$ cat src/rtl/hsw_dma_pkg.sv
package hsw_dma_pkg;

   localparam int unsigned BEAT_BYTES = 2;

   typedef enum logic [1:0] {
      XS_IDLE    = 2'd0,
      XS_WRITE   = 2'd1,
      XS_RD_CMD  = 2'd2,
      XS_RD_DATA = 2'd3
   } xfer_state_e;

endpackage

$ cat src/rtl/hsw_req_align.sv
module hsw_req_align #(
   parameter int unsigned ADDR_W = 32,
   parameter int unsigned LEN_W  = 16
) (
   input  logic [ADDR_W-1:0] base_addr,
   input  logic [ADDR_W-1:0] offset,
   input  logic [LEN_W-1:0]  len_in,
   input  logic              pass_mode,
   output logic [ADDR_W-1:0] start_addr,
   output logic [LEN_W-1:0]  start_len
);

   // address is a merge of base and offset bits, never a sum
   always_comb begin
      start_addr = base_addr | offset;
      start_len  = len_in;
      if (!pass_mode) begin
         start_addr[0] = 1'b0;
         start_len[0]  = 1'b0;
      end
   end

endmodule

$ cat src/rtl/hsw_lane_swap.sv
module hsw_lane_swap #(
   parameter int unsigned DATA_W = 16
) (
   input  logic              swap_en,
   input  logic [DATA_W-1:0] data_in,
   output logic [DATA_W-1:0] data_out
);

   localparam int unsigned NBYTES = DATA_W / 8;

   if ((DATA_W % 8) != 0) begin : g_bad_width
      $error("hsw_lane_swap: DATA_W must be a whole number of bytes");
   end

   for (genvar b = 0; b < NBYTES; b++) begin : g_byte
      assign data_out[8*b +: 8] = swap_en ? data_in[8*(NBYTES-1-b) +: 8]
                                          : data_in[8*b +: 8];
   end

endmodule

$ cat src/rtl/hsw_beat_track.sv
module hsw_beat_track #(
   parameter int unsigned ADDR_W      = 32,
   parameter int unsigned LEN_W       = 16,
   parameter int unsigned CHUNK_BYTES = 64
) (
   input  logic              clk,
   input  logic              rst_n,
   input  logic              load,
   input  logic [ADDR_W-1:0] load_addr,
   input  logic [LEN_W-1:0]  load_len,
   input  logic              chunked,
   input  logic              step,
   output logic [ADDR_W-1:0] beat_addr,
   output logic [1:0]        beat_be,
   output logic              beat_last,
   output logic              burst_sob,
   output logic [LEN_W-1:0]  burst_len
);

   localparam logic [LEN_W-1:0] TWO_L = LEN_W'(2);

   logic [ADDR_W-1:0] addr_q;
   logic [LEN_W-1:0]  rem_q;
   logic [LEN_W-1:0]  left_q;
   logic              chunk_q;
   logic              full_beat;
   logic [1:0]        nbytes;
   logic [LEN_W-1:0]  cur_left;

   assign full_beat = rem_q >= TWO_L;
   assign nbytes    = full_beat ? 2'd2 : 2'd1;
   assign beat_be   = full_beat ? 2'b11 : 2'b01;
   assign beat_last = rem_q <= TWO_L;
   assign beat_addr = addr_q;
   assign burst_sob = left_q == '0;

   if (CHUNK_BYTES == 0) begin : g_unchunked
      logic unused_chunk;
      assign unused_chunk = chunk_q;
      assign burst_len    = rem_q;
   end else begin : g_chunked
      localparam logic [LEN_W-1:0] CHUNK_L = LEN_W'(CHUNK_BYTES);
      assign burst_len = (chunk_q && rem_q > CHUNK_L) ? CHUNK_L : rem_q;
   end

   assign cur_left = burst_sob ? burst_len : left_q;

   always_ff @(posedge clk or negedge rst_n) begin
      if (!rst_n) begin
         addr_q  <= '0;
         rem_q   <= '0;
         left_q  <= '0;
         chunk_q <= 1'b0;
      end else if (load) begin
         addr_q  <= load_addr;
         rem_q   <= load_len;
         left_q  <= '0;
         chunk_q <= chunked;
      end else if (step) begin
         addr_q <= addr_q + ADDR_W'(nbytes);
         rem_q  <= rem_q - LEN_W'(nbytes);
         left_q <= cur_left - LEN_W'(nbytes);
      end
   end

endmodule

$ cat src/rtl/hsw_dma_bridge.sv
module hsw_dma_bridge
   import hsw_dma_pkg::*;
#(
   parameter int unsigned ADDR_W      = 32,
   parameter int unsigned LEN_W       = 16,
   parameter int unsigned CHUNK_BYTES = 64
) (
   input  logic                    clk,
   input  logic                    rst_n,
   input  logic [ADDR_W-1:0]       base_addr,
   input  logic                    req_valid,
   input  logic                    req_write,
   input  logic                    req_pass,
   input  logic [ADDR_W-1:0]       req_offset,
   input  logic [LEN_W-1:0]        req_len,
   output logic                    busy,
   output logic                    done,
   input  logic                    src_valid,
   output logic                    src_ready,
   input  logic [8*BEAT_BYTES-1:0] src_data,
   output logic                    snk_valid,
   input  logic                    snk_ready,
   output logic [8*BEAT_BYTES-1:0] snk_data,
   output logic                    mem_valid,
   input  logic                    mem_ready,
   output logic                    mem_write,
   output logic [ADDR_W-1:0]       mem_addr,
   output logic [BEAT_BYTES-1:0]   mem_be,
   output logic [8*BEAT_BYTES-1:0] mem_wdata,
   output logic                    mem_sob,
   output logic [LEN_W-1:0]        mem_blen,
   input  logic                    mem_rvalid,
   output logic                    mem_rready,
   input  logic [8*BEAT_BYTES-1:0] mem_rdata
);

   localparam int unsigned DATA_W = 8 * BEAT_BYTES;

   if (ADDR_W < 2) begin : g_bad_addr
      $error("hsw_dma_bridge: ADDR_W too small");
   end
   if (LEN_W < 2 || LEN_W > 31) begin : g_bad_len
      $error("hsw_dma_bridge: LEN_W out of range");
   end
   if ((CHUNK_BYTES % 2) != 0) begin : g_bad_chunk_odd
      $error("hsw_dma_bridge: CHUNK_BYTES must be even");
   end
   if (LEN_W <= 31 && CHUNK_BYTES >= (64'd1 << LEN_W)) begin : g_bad_chunk_big
      $error("hsw_dma_bridge: CHUNK_BYTES does not fit LEN_W");
   end

   xfer_state_e       state_q, state_d;
   logic              pass_q;
   logic              done_q, done_d;
   logic              accept, wr_hs, rd_hs, step, beat_last;
   logic [ADDR_W-1:0] start_addr;
   logic [LEN_W-1:0]  start_len;

   hsw_req_align #(.ADDR_W(ADDR_W), .LEN_W(LEN_W)) u_align (
      .base_addr (base_addr),
      .offset    (req_offset),
      .len_in    (req_len),
      .pass_mode (req_pass),
      .start_addr(start_addr),
      .start_len (start_len)
   );

   hsw_beat_track #(.ADDR_W(ADDR_W), .LEN_W(LEN_W), .CHUNK_BYTES(CHUNK_BYTES)) u_track (
      .clk      (clk),
      .rst_n    (rst_n),
      .load     (accept),
      .load_addr(start_addr),
      .load_len (start_len),
      .chunked  (req_write && !req_pass),
      .step     (step),
      .beat_addr(mem_addr),
      .beat_be  (mem_be),
      .beat_last(beat_last),
      .burst_sob(mem_sob),
      .burst_len(mem_blen)
   );

   hsw_lane_swap #(.DATA_W(DATA_W)) u_wr_swap (
      .swap_en (!pass_q),
      .data_in (src_data),
      .data_out(mem_wdata)
   );

   hsw_lane_swap #(.DATA_W(DATA_W)) u_rd_swap (
      .swap_en (!pass_q),
      .data_in (mem_rdata),
      .data_out(snk_data)
   );

   assign accept     = req_valid && (state_q == XS_IDLE);
   assign mem_write  = state_q == XS_WRITE;
   assign mem_valid  = (mem_write && src_valid) || (state_q == XS_RD_CMD);
   assign src_ready  = mem_write && mem_ready;
   assign snk_valid  = (state_q == XS_RD_DATA) && mem_rvalid;
   assign mem_rready = (state_q == XS_RD_DATA) && snk_ready;
   assign wr_hs      = mem_write && src_valid && mem_ready;
   assign rd_hs      = (state_q == XS_RD_DATA) && mem_rvalid && snk_ready;
   assign step       = wr_hs || rd_hs;
   assign busy       = state_q != XS_IDLE;
   assign done       = done_q;

   always_comb begin
      state_d = state_q;
      done_d  = 1'b0;
      unique case (state_q)
         XS_IDLE: begin
            if (accept) begin
               if (start_len == '0) done_d  = 1'b1;
               else                 state_d = req_write ? XS_WRITE : XS_RD_CMD;
            end
         end
         XS_WRITE: begin
            if (wr_hs && beat_last) begin
               state_d = XS_IDLE;
               done_d  = 1'b1;
            end
         end
         XS_RD_CMD: begin
            if (mem_ready) state_d = XS_RD_DATA;
         end
         XS_RD_DATA: begin
            if (rd_hs) begin
               state_d = beat_last ? XS_IDLE : XS_RD_CMD;
               done_d  = beat_last;
            end
         end
         default: state_d = XS_IDLE;
      endcase
   end

   always_ff @(posedge clk or negedge rst_n) begin
      if (!rst_n) begin
         state_q <= XS_IDLE;
         done_q  <= 1'b0;
         pass_q  <= 1'b1;
      end else begin
         state_q <= state_d;
         done_q  <= done_d;
         if (accept) pass_q <= req_pass;
      end
   end

endmodule

$ cat config.mk
export PLATFORM = sky130hd
export DESIGN_NAME = hsw_dma_bridge
export DESIGN_NICKNAME = d
export VERILOG_FILES = /design/src/rtl/hsw_dma_pkg.sv /design/src/rtl/hsw_req_align.sv /design/src/rtl/hsw_lane_swap.sv /design/src/rtl/hsw_beat_track.sv /design/src/rtl/hsw_dma_bridge.sv
export SDC_FILE = /design/constraint.sdc
export NUM_CORES = 1
export LEC_CHECK = 0
export ABC_AREA = 1
export BUFFER_PORTS_ARGS = -buffer_cell sky130_fd_sc_hd__buf_4
export CAP_MARGIN = 20
export CORE_UTILIZATION = 50
export DETAILED_ROUTE_END_ITERATION = 10
export GPL_TIMING_DRIVEN = 0
export PLACE_DENSITY = 0.81
export SLEW_MARGIN = 30
export SYNTH_ARGS = -nofsm -noshare
export SYNTH_HDL_FRONTEND = slang
export SYNTH_SLANG_ARGS = --single-unit
$ cat constraint.sdc
create_clock -name clk -period 3.8 [get_ports clk]
set_clock_uncertainty 0.1 [all_clocks]
set_input_delay 0.19 -clock clk [delete_from_list [all_inputs] [get_ports clk]]
set_output_delay 0.19 -clock clk [all_outputs]
set_load 0.05 [all_outputs]
==> results of run 1 <==
## sequential cells by signal, summed over array words and instances (netlist names)
name and flops:
state_q 2, u_track.left_q 16, u_track.chunk_q 1, u_track.beat_addr 32, done 1, pass_q 1, u_track.rem_q 16
## kinds of logic after synthesis
| logic type | Yosys count | synth area share |
|---|---|---|
| flip-flops | 69 | 0.313 |
| other | 1 | 0.000679 |
| buffers and inverters | 144 | 0.106 |
| adder cells (fa/ha/maj) | 9 | 0.0245 |
| AND/OR/NAND/NOR | 440 | 0.359 |
| XOR/XNOR | 20 | 0.0317 |
| AO/OA/AOI/OAI | 156 | 0.166 |
## cell usage after synthesis, drive strengths merged (2+ instances only)
master	count	area (um^2)
o22ai	4	25.0
xnor2	5	43.8
a221oi	3	26.3
fa	3	60.1
buf	17	106
o221ai	4	35.0
o31ai	7	52.6
nand3b	4	42.5
a211oi	4	30.0
o21bai	3	22.5
inv	112	420
a311oi	2	17.5
o211ai	3	22.5
o21ai	80	400
nor2	117	499
a22oi	3	22.5
xor2	15	131
nand3	52	305
o311ai	3	26.3
nor3	23	126
dfrtp	68	1700
a31oi	17	106
clkbuf	15	56.3
or2	2	12.5
ha	6	75.1
nand2	224	868
nand4	10	77.6
a21oi	19	95.1
nor4	8	50.1
## metal layers
layer,part of all wire,vias to the layer above
met1,0.42,2994
li1,-,3220
met2,0.46,349
met4,0.028,0
met3,0.086,50
met5,0,-
## power breakdown
part,internal (mW),switching (mW)
sequential,1.07,0.459
combinational,1.70,3.89
clock,0.457,0.320
## worst min-delay path, stage by stage
cell and delay, ns:
buf_4 0.07, o311ai_0 0.11, nand2_1 0.07
## how the worst max path moves through the flow
stage | from | end | slack [ns] | depth (start not counted)
floorplan | u_track.rem_q[12] | u_track.left_q[14] | 0.53 | 19
global placement | u_track.rem_q[9] | u_track.beat_addr[24] | 0.33 | 18
detailed placement | u_track.rem_q[9] | u_track.beat_addr[30] | 0.23 | 18
CTS | u_track.rem_q[9] | u_track.beat_addr[30] | 0.22 | 18
global route | u_track.rem_q[12] | u_track.beat_addr[30] | 0.04 | 18
finish | u_track.rem_q[12] | u_track.beat_addr[30] | 0.31 | 18
## stage by stage
stage	total power, mW	cells
3_3_place_gp	6.95	1188
3_5_place_dp	7.00	1188
5_1_grt	8.45	1220
2_1_floorplan	5.45	839
4_1_cts	7.82	1220
6_report	7.89	1220
## timing repair
item                                    CTS  global route
endpoints found under the setup margin    0             4
hold endpoints to repair                 80             0
hold buffers                             16             0
gates resized for setup                   0             1
## cell type report
cell class | instances | area (um^2) | area share
plain buffers | 32 | 163 | 0.0212
clock buffers | 11 | 141 | 0.0184
clock inverters | 5 | 106 | 0.0138
inverters | 112 | 420 | 0.0547
multi-input cells | 626 | 3220 | 0.419
flip-flops and latches | 69 | 1730 | 0.225
well taps | 140 | 175 | 0.0228
repair buffers | 225 | 1730 | 0.225
==> metrics.md, run 1 <==
| Metric | Value |
|---|---|
| Status | `completed` |
| Hold Path End | `u_track.beat_addr[17]` |
| Initial Util | `0.512` |
| Initial antenna violation count | `0` |
| Most common cell after layout, fill and taps aside | `nand2_1` |
| Overflow after GRT | `0` |
| Final wirelength | `18700 um` |
| Period Utilization, post-route | `0.919` |
| Sequential share of the synthesized area | `0.313` |
| CTS H-tree lvls | `3` |
| DRT Pass-1 Iters | `7` |
| Worst R2R Setup Slack | `~0.31 ns` |
| Critical R2R Launch | `u_track.rem_q[12]` |
| P&R area growth vs syn | `39.1%` |
| Number of cell rows | `38` |
| DIE AREA | `11500 um^2` |
| Cell chain of the critical path | `nor2_1 > nand2_1 > nor2_2 > nand3_2 > inv_1 > ha_1 > fa_1 > nand3_2 > inv_2 > nand2_4 > nor3_4 > nand4_4 > nor2_4 > nand2_2 > nor2_2 > xor2_1 > nand2_1 > a21oi_1` |
| Slowest stage delay, CP | `0.46 ns` |
| M3 GR Usage | `0.0498` |
| Area after DPL | `7270 um^2` |
| Cts bufs inserted | `9` |
| #FFs+latches synth | `69` |
| Via density | `approximately 5.4` |
| Final Util | `0.712` |
| GR Layer Usage met1 | `0.445` |
| CP Class | `flip-flop to flip-flop` |
| Post-Route Setup TNS | `0 ns` |
| RSZ-0062 raised after global routing | `no` |
| Crit path max fanout | `7` |
| Clk pin slew, worst setup/hold paths | `0.09 ns` |
| # clock sinks | `69` |
| HP Class | `primary input to flip-flop` |
| CP top delay family | `simple AND/OR/NAND/NOR gates` |
| Drt drc | `0` |
| Port-buffer cells | `209` |
| Core area | `10800 um^2` |
| GRT Total Usage | `0.337` |
| Post-place setup slack | `roughly 0.23 ns` |
| Required @ worst endpoint | `a little under 4 ns` |
| Clock Latency Late Sink | `0.36 ns` |
| GPL Wtd Cong | `~0.95` |
| Syn_nets | `a little under 1000` |
| Root Driver | `clkbuf_8` |
| CTS tree | `done` |
| Max IR drop VDD | `0.798 mV` |
| # diodes | `0` |
| Via Count | `6613` |
| Filler cell count | `898` |
| Worst hold start | `base_addr[17]` |
| Pins Over Slew Limit | `0` |
| Reg2Reg Depth | `18` |
| DP Wirelength | `14100 um` |
| Slowest cell on the critical path | `dfrtp_1` |
| Yosys warns | `0` |
| PnR worst setup slack | `between 0.3 and 0.4 ns` |
| Worst slew pin tran | `0.729 ns` |
| Capture point of the worst reg-to-reg path | `u_track.beat_addr[30]` |
| Syn Inst Count | `839` |
| Post-CTS Setup Inserts | `0` |
| Post-synth EDFFs | `0` |
| Max Root-Sink Buffers | `2` |
| IO Pins | `211` |
| Syn Area/Cell | `6.58 um^2` |
| Cell area power density | `roughly 1000 nW/um^2` |
| Crit end category | `flip-flop` |
| Remaining antenna violation count after routing | `0` |
| Hold Worst Slack | `0.00729 ns` |
| Kind of start point of the critical path | `flip-flop` |
| Fin crit period | `3.49 ns` |
| FFs w/ async S/R, synth | `1.00` |
| Fin area | `7680 um^2` |
| Crit path arrival time | `3.67 ns` |
| Nets | `1205` |
| Maximum clock rate | `around 290 MHz` |
| Share of cells above drive strength 1 | `0.258` |
| Hold Path Cell Cnt | `3` |
| Max-Cap Viols | `0` |
| Post-synthesis cell area | `5520 um^2` |
| Top Usage Layer GRT | `met2` |
| DR WL/cell | `15.4 um` |
| Most frequent cells in the layout | `nand2_1 (217), buf_4 (212), inv_1 (107)` |
| First-pass GRT wire length | `30200 um` |
| Final Hold Fails | `0` |
| Pin count of the biggest net entering global routing | `70` |
| Synth unique cells | `49` |
| Die Ht | `~110 um` |
| Bufs and invs on worst path | `2` |
| Static leakage | `3.98 nW` |
| Top_reg_cell synth | `dfrtp_1` |
| Vias in the first global route | `~6200` |
| Slew HR | `0.514` |
| Finish-stage setup viols | `0` |
| Iter 0 DRT Violations | `525` |
| GR Util met2 | `0.552` |
| Die Wd | `107 um` |
Note: power is estimated with default switching activity, not from simulation.
==> inputs of run 2 (changes only) <==
CORE_UTILIZATION = 35   (was 50)
PLACE_DENSITY = default   (was 0.81)
==> run 2 against run 1 <==
Core utilization shrank 20 points. Non-clock buffer count fell by 3. Via count shrank 3.6%. Routed wire length increased by 6.0%. Critical path depth did not move. Sequential share of layout area decreased by 0.34 points. Flip-flop and latch count stayed put. Clock power up 17%. Largest cell class unchanged.
==> metrics.md, run 2 (synthesis results as in run 1) <==
| Metric | Value |
|---|---|
| Status | `completed` |
| Combinational share of power | `0.696` |
| Slew HR | `0.492` |
| First-pass GRT wire length | `31600 um` |
| Kind of start point of the critical path | `flip-flop` |
| Crit path max fanout | `7` |
| Maximum clock rate | `292 MHz` |
| Vias in the first global route | `around 6000` |
| Core area | `15300 um^2` |
| Filler cell count | `1656` |
| Period Utilization, post-route | `0.901` |
| Pins Over Slew Limit | `0` |
| DRT Pass-1 Iters | `6` |
| Finish-stage setup viols | `0` |
| # diodes | `0` |
| Static leakage | `4.00 nW` |
| Initial antenna violation count | `0` |
| Root Driver | `clkbuf_16` |
| Clock Latency Late Sink | `around 0.35 ns` |
| DR WL/cell | `15.4 um` |
| Slowest stage delay, CP | `0.49 ns` |
| Most frequent cells in the layout | `nand2_1 (217), buf_4 (212), inv_1 (106)` |
| Levels on crit path | `18` |
| Remaining antenna violation count after routing | `0` |
| RSZ-0062 raised after global routing | `no` |
| P&R area growth vs syn | `41.3%` |
| DIE AREA | `16300 um^2` |
| Cell area power density | `just over 1000 nW/um^2` |
| Overflow after GRT | `0` |
| Required @ worst endpoint | `3.93 ns` |
| Max-Cap Viols | `0` |
| Cell chain of the critical path | `nor2_4 > nand2_1 > nor2_2 > nand3_2 > inv_2 > ha_1 > fa_1 > nand3_2 > inv_2 > nand2_4 > nor3_4 > nand4_4 > nor2_4 > nand2_2 > nor2_1 > a21oi_1 > o21ai_0 > a21oi_1` |
| Final Power | `8.04 mW` |
| Cts bufs inserted | `9` |
| Share of cells above drive strength 1 | `0.259` |
| Via density | `4.95` |
| Worst hold start | `req_len[11]` |
| Hold Path End | `u_track.rem_q[11]` |
| Worst R2R Setup Slack | `~0.37 ns` |
| Clk pin slew, worst setup/hold paths | `0.06 ns` |
| Nets | `1202` |
| # clock sinks | `69` |
| Die Wd | `between 100 and 150 um` |
| Final Hold Fails | `0` |
| Hold Path Cell Cnt | `3` |
| CTS H-tree lvls | `3` |
| Pint | `3.34 mW` |
| Critical R2R Launch | `u_track.rem_q[8]` |
| Reg2Reg Depth | `18` |
| Most common cell after layout, fill and taps aside | `nand2_1` |
| Die Ht | `128 um` |
| GRT Total Usage | `0.253` |
| Bufs and invs on worst path | `2` |
| Final Util | `0.510` |
| Initial Util | `0.361` |
| GPL Wtd Cong | `0.902` |
| IO Pins | `211` |
| Max Root-Sink Buffers | `2` |
| Largest register FFs | `32` |
| CTS tree | `done` |
| Clock power share | `0.113` |
| Crit end category | `flip-flop` |
| Net switching power | `4.70 mW` |
| Sw frac | `0.585` |
| DP Wirelength | `15500 um` |
| Worst slew pin tran | `around 0.76 ns` |
| CP top delay family | `simple AND/OR/NAND/NOR gates` |
| Fin crit period | `3.43 ns` |
| Max IR drop VDD | `0.460 mV` |
| Crit path arrival time | `around 3.6 ns` |
| Number of cell rows | `45` |
| Drt drc | `0` |
| Iter 0 DRT Violations | `449` |
| Via Count | `around 6400` |
| CP Class | `flip-flop to flip-flop` |
| Capture point of the worst reg-to-reg path | `u_track.beat_addr[26]` |
| HP Class | `primary input to flip-flop` |
| Post-Route Setup TNS | `0 ns` |
| Final wirelength | `19900 um` |
| Port-buffer cells | `209` |
| Pin count of the biggest net entering global routing | `70` |
| Slowest cell on the critical path | `dfrtp_1` |
| Sequential group share of total power | `0.191` |
-- run 2: cell count changes in the layout (fill, tap and decap cells not counted), moves of 3 or more --
| cell | previous run | this run |
|---|---|---|
| clkbuf_8 | 10 | 0 |
| clkbuf_16 | 0 | 9 |
| clkinv_2 | 0 | 3 |
| dlygate4sd3_1 | 16 | 13 |
-- run 2: per-stage QoR --
| step | hold slack [ns] | worst slack (ns) | area (um^2) | instances |
|---|---|---|---|---|
| final | 0.00862 | 0.375 | 7800 | 1288 |
| after global routing | 0.00837 | 0.0661 | 7800 | 1288 |
| after detailed placement | 0.300 | 0.148 | 7360 | 1259 |
| after CTS | 0.000481 | 0.124 | 7790 | 1288 |
| after floorplan | -0.206 | 0.526 | 5520 | 839 |
| after global placement | 0.299 | 0.178 | 7360 | 1259 |
-- run 2: what timing repair did --
| item | CTS | global route |
|---|---|---|
| setup endpoints to repair | 0 | 4 |
| setup buffers | 0 | 0 |
| gates resized for setup | 0 | 2 |
| hold buffers | 13 | 0 |
| endpoints found under the hold margin | 78 | 0 |
-- run 2: worst max-delay path by stage --
stage | start | end | slack, ns
6_report | u_track.rem_q[8] | u_track.beat_addr[26] | 0.37
4_1_cts | u_track.rem_q[9] | u_track.beat_addr[26] | 0.12
3_5_place_dp | u_track.rem_q[9] | u_track.beat_addr[26] | 0.15
3_3_place_gp | u_track.rem_q[9] | u_track.beat_addr[26] | 0.18
2_1_floorplan | u_track.rem_q[12] | u_track.left_q[14] | 0.53
5_1_grt | u_track.rem_q[11] | u_track.beat_addr[26] | 0.07
-- run 2: power groups by stage --
| stage | clock, mW | combinational [mW] | sequential [mW] |
|---|---|---|---|
| floorplan | 0 | 3.51 | 1.94 |
| global placement | 0 | 5.54 | 1.53 |
| detailed placement | 0 | 5.56 | 1.53 |
| CTS | 0.924 | 5.61 | 1.53 |
| global route | 0.956 | 6.11 | 1.59 |
| finish | 0.911 | 5.59 | 1.54 |
-- run 2: layout make-up --
cell class                      instances  area (um^2)  area share
Sequential cell                        69         1730       0.221
Multi-Input combinational cell        626         3220       0.412
Clock inverter                          5         75.1     0.00962
Inverter                              112          420      0.0539
Clock buffer                           11          233      0.0298
Tap cell                              211          264      0.0338
Timing Repair Buffer                  222         1700       0.218
Buffer                                 32          163      0.0208
-- run 2: routing by layer --
metal	vias up	track usage	share of wire
li1	3227	-	-
met1	2899	0.344	0.46
met2	224	0.401	0.46
met3	25	0.0599	0.070
met4	0	0.0685	0.017
met5	-	0	0
-- run 2: worst register-to-register path: stages (launching register included) --
cell	delay [ns]
dfrtp_1	0.49
nor2_4	0.17
nand2_1	0.08
nor2_2	0.15
nand3_2	0.26
inv_2	0.20
ha_1	0.21
fa_1	0.25
nand3_2	0.11
inv_2	0.10
nand2_4	0.06
nor3_4	0.28
nand4_4	0.18
nor2_4	0.16
nand2_2	0.10
nor2_1	0.15
a21oi_1	0.08
o21ai_0	0.11
a21oi_1	0.08
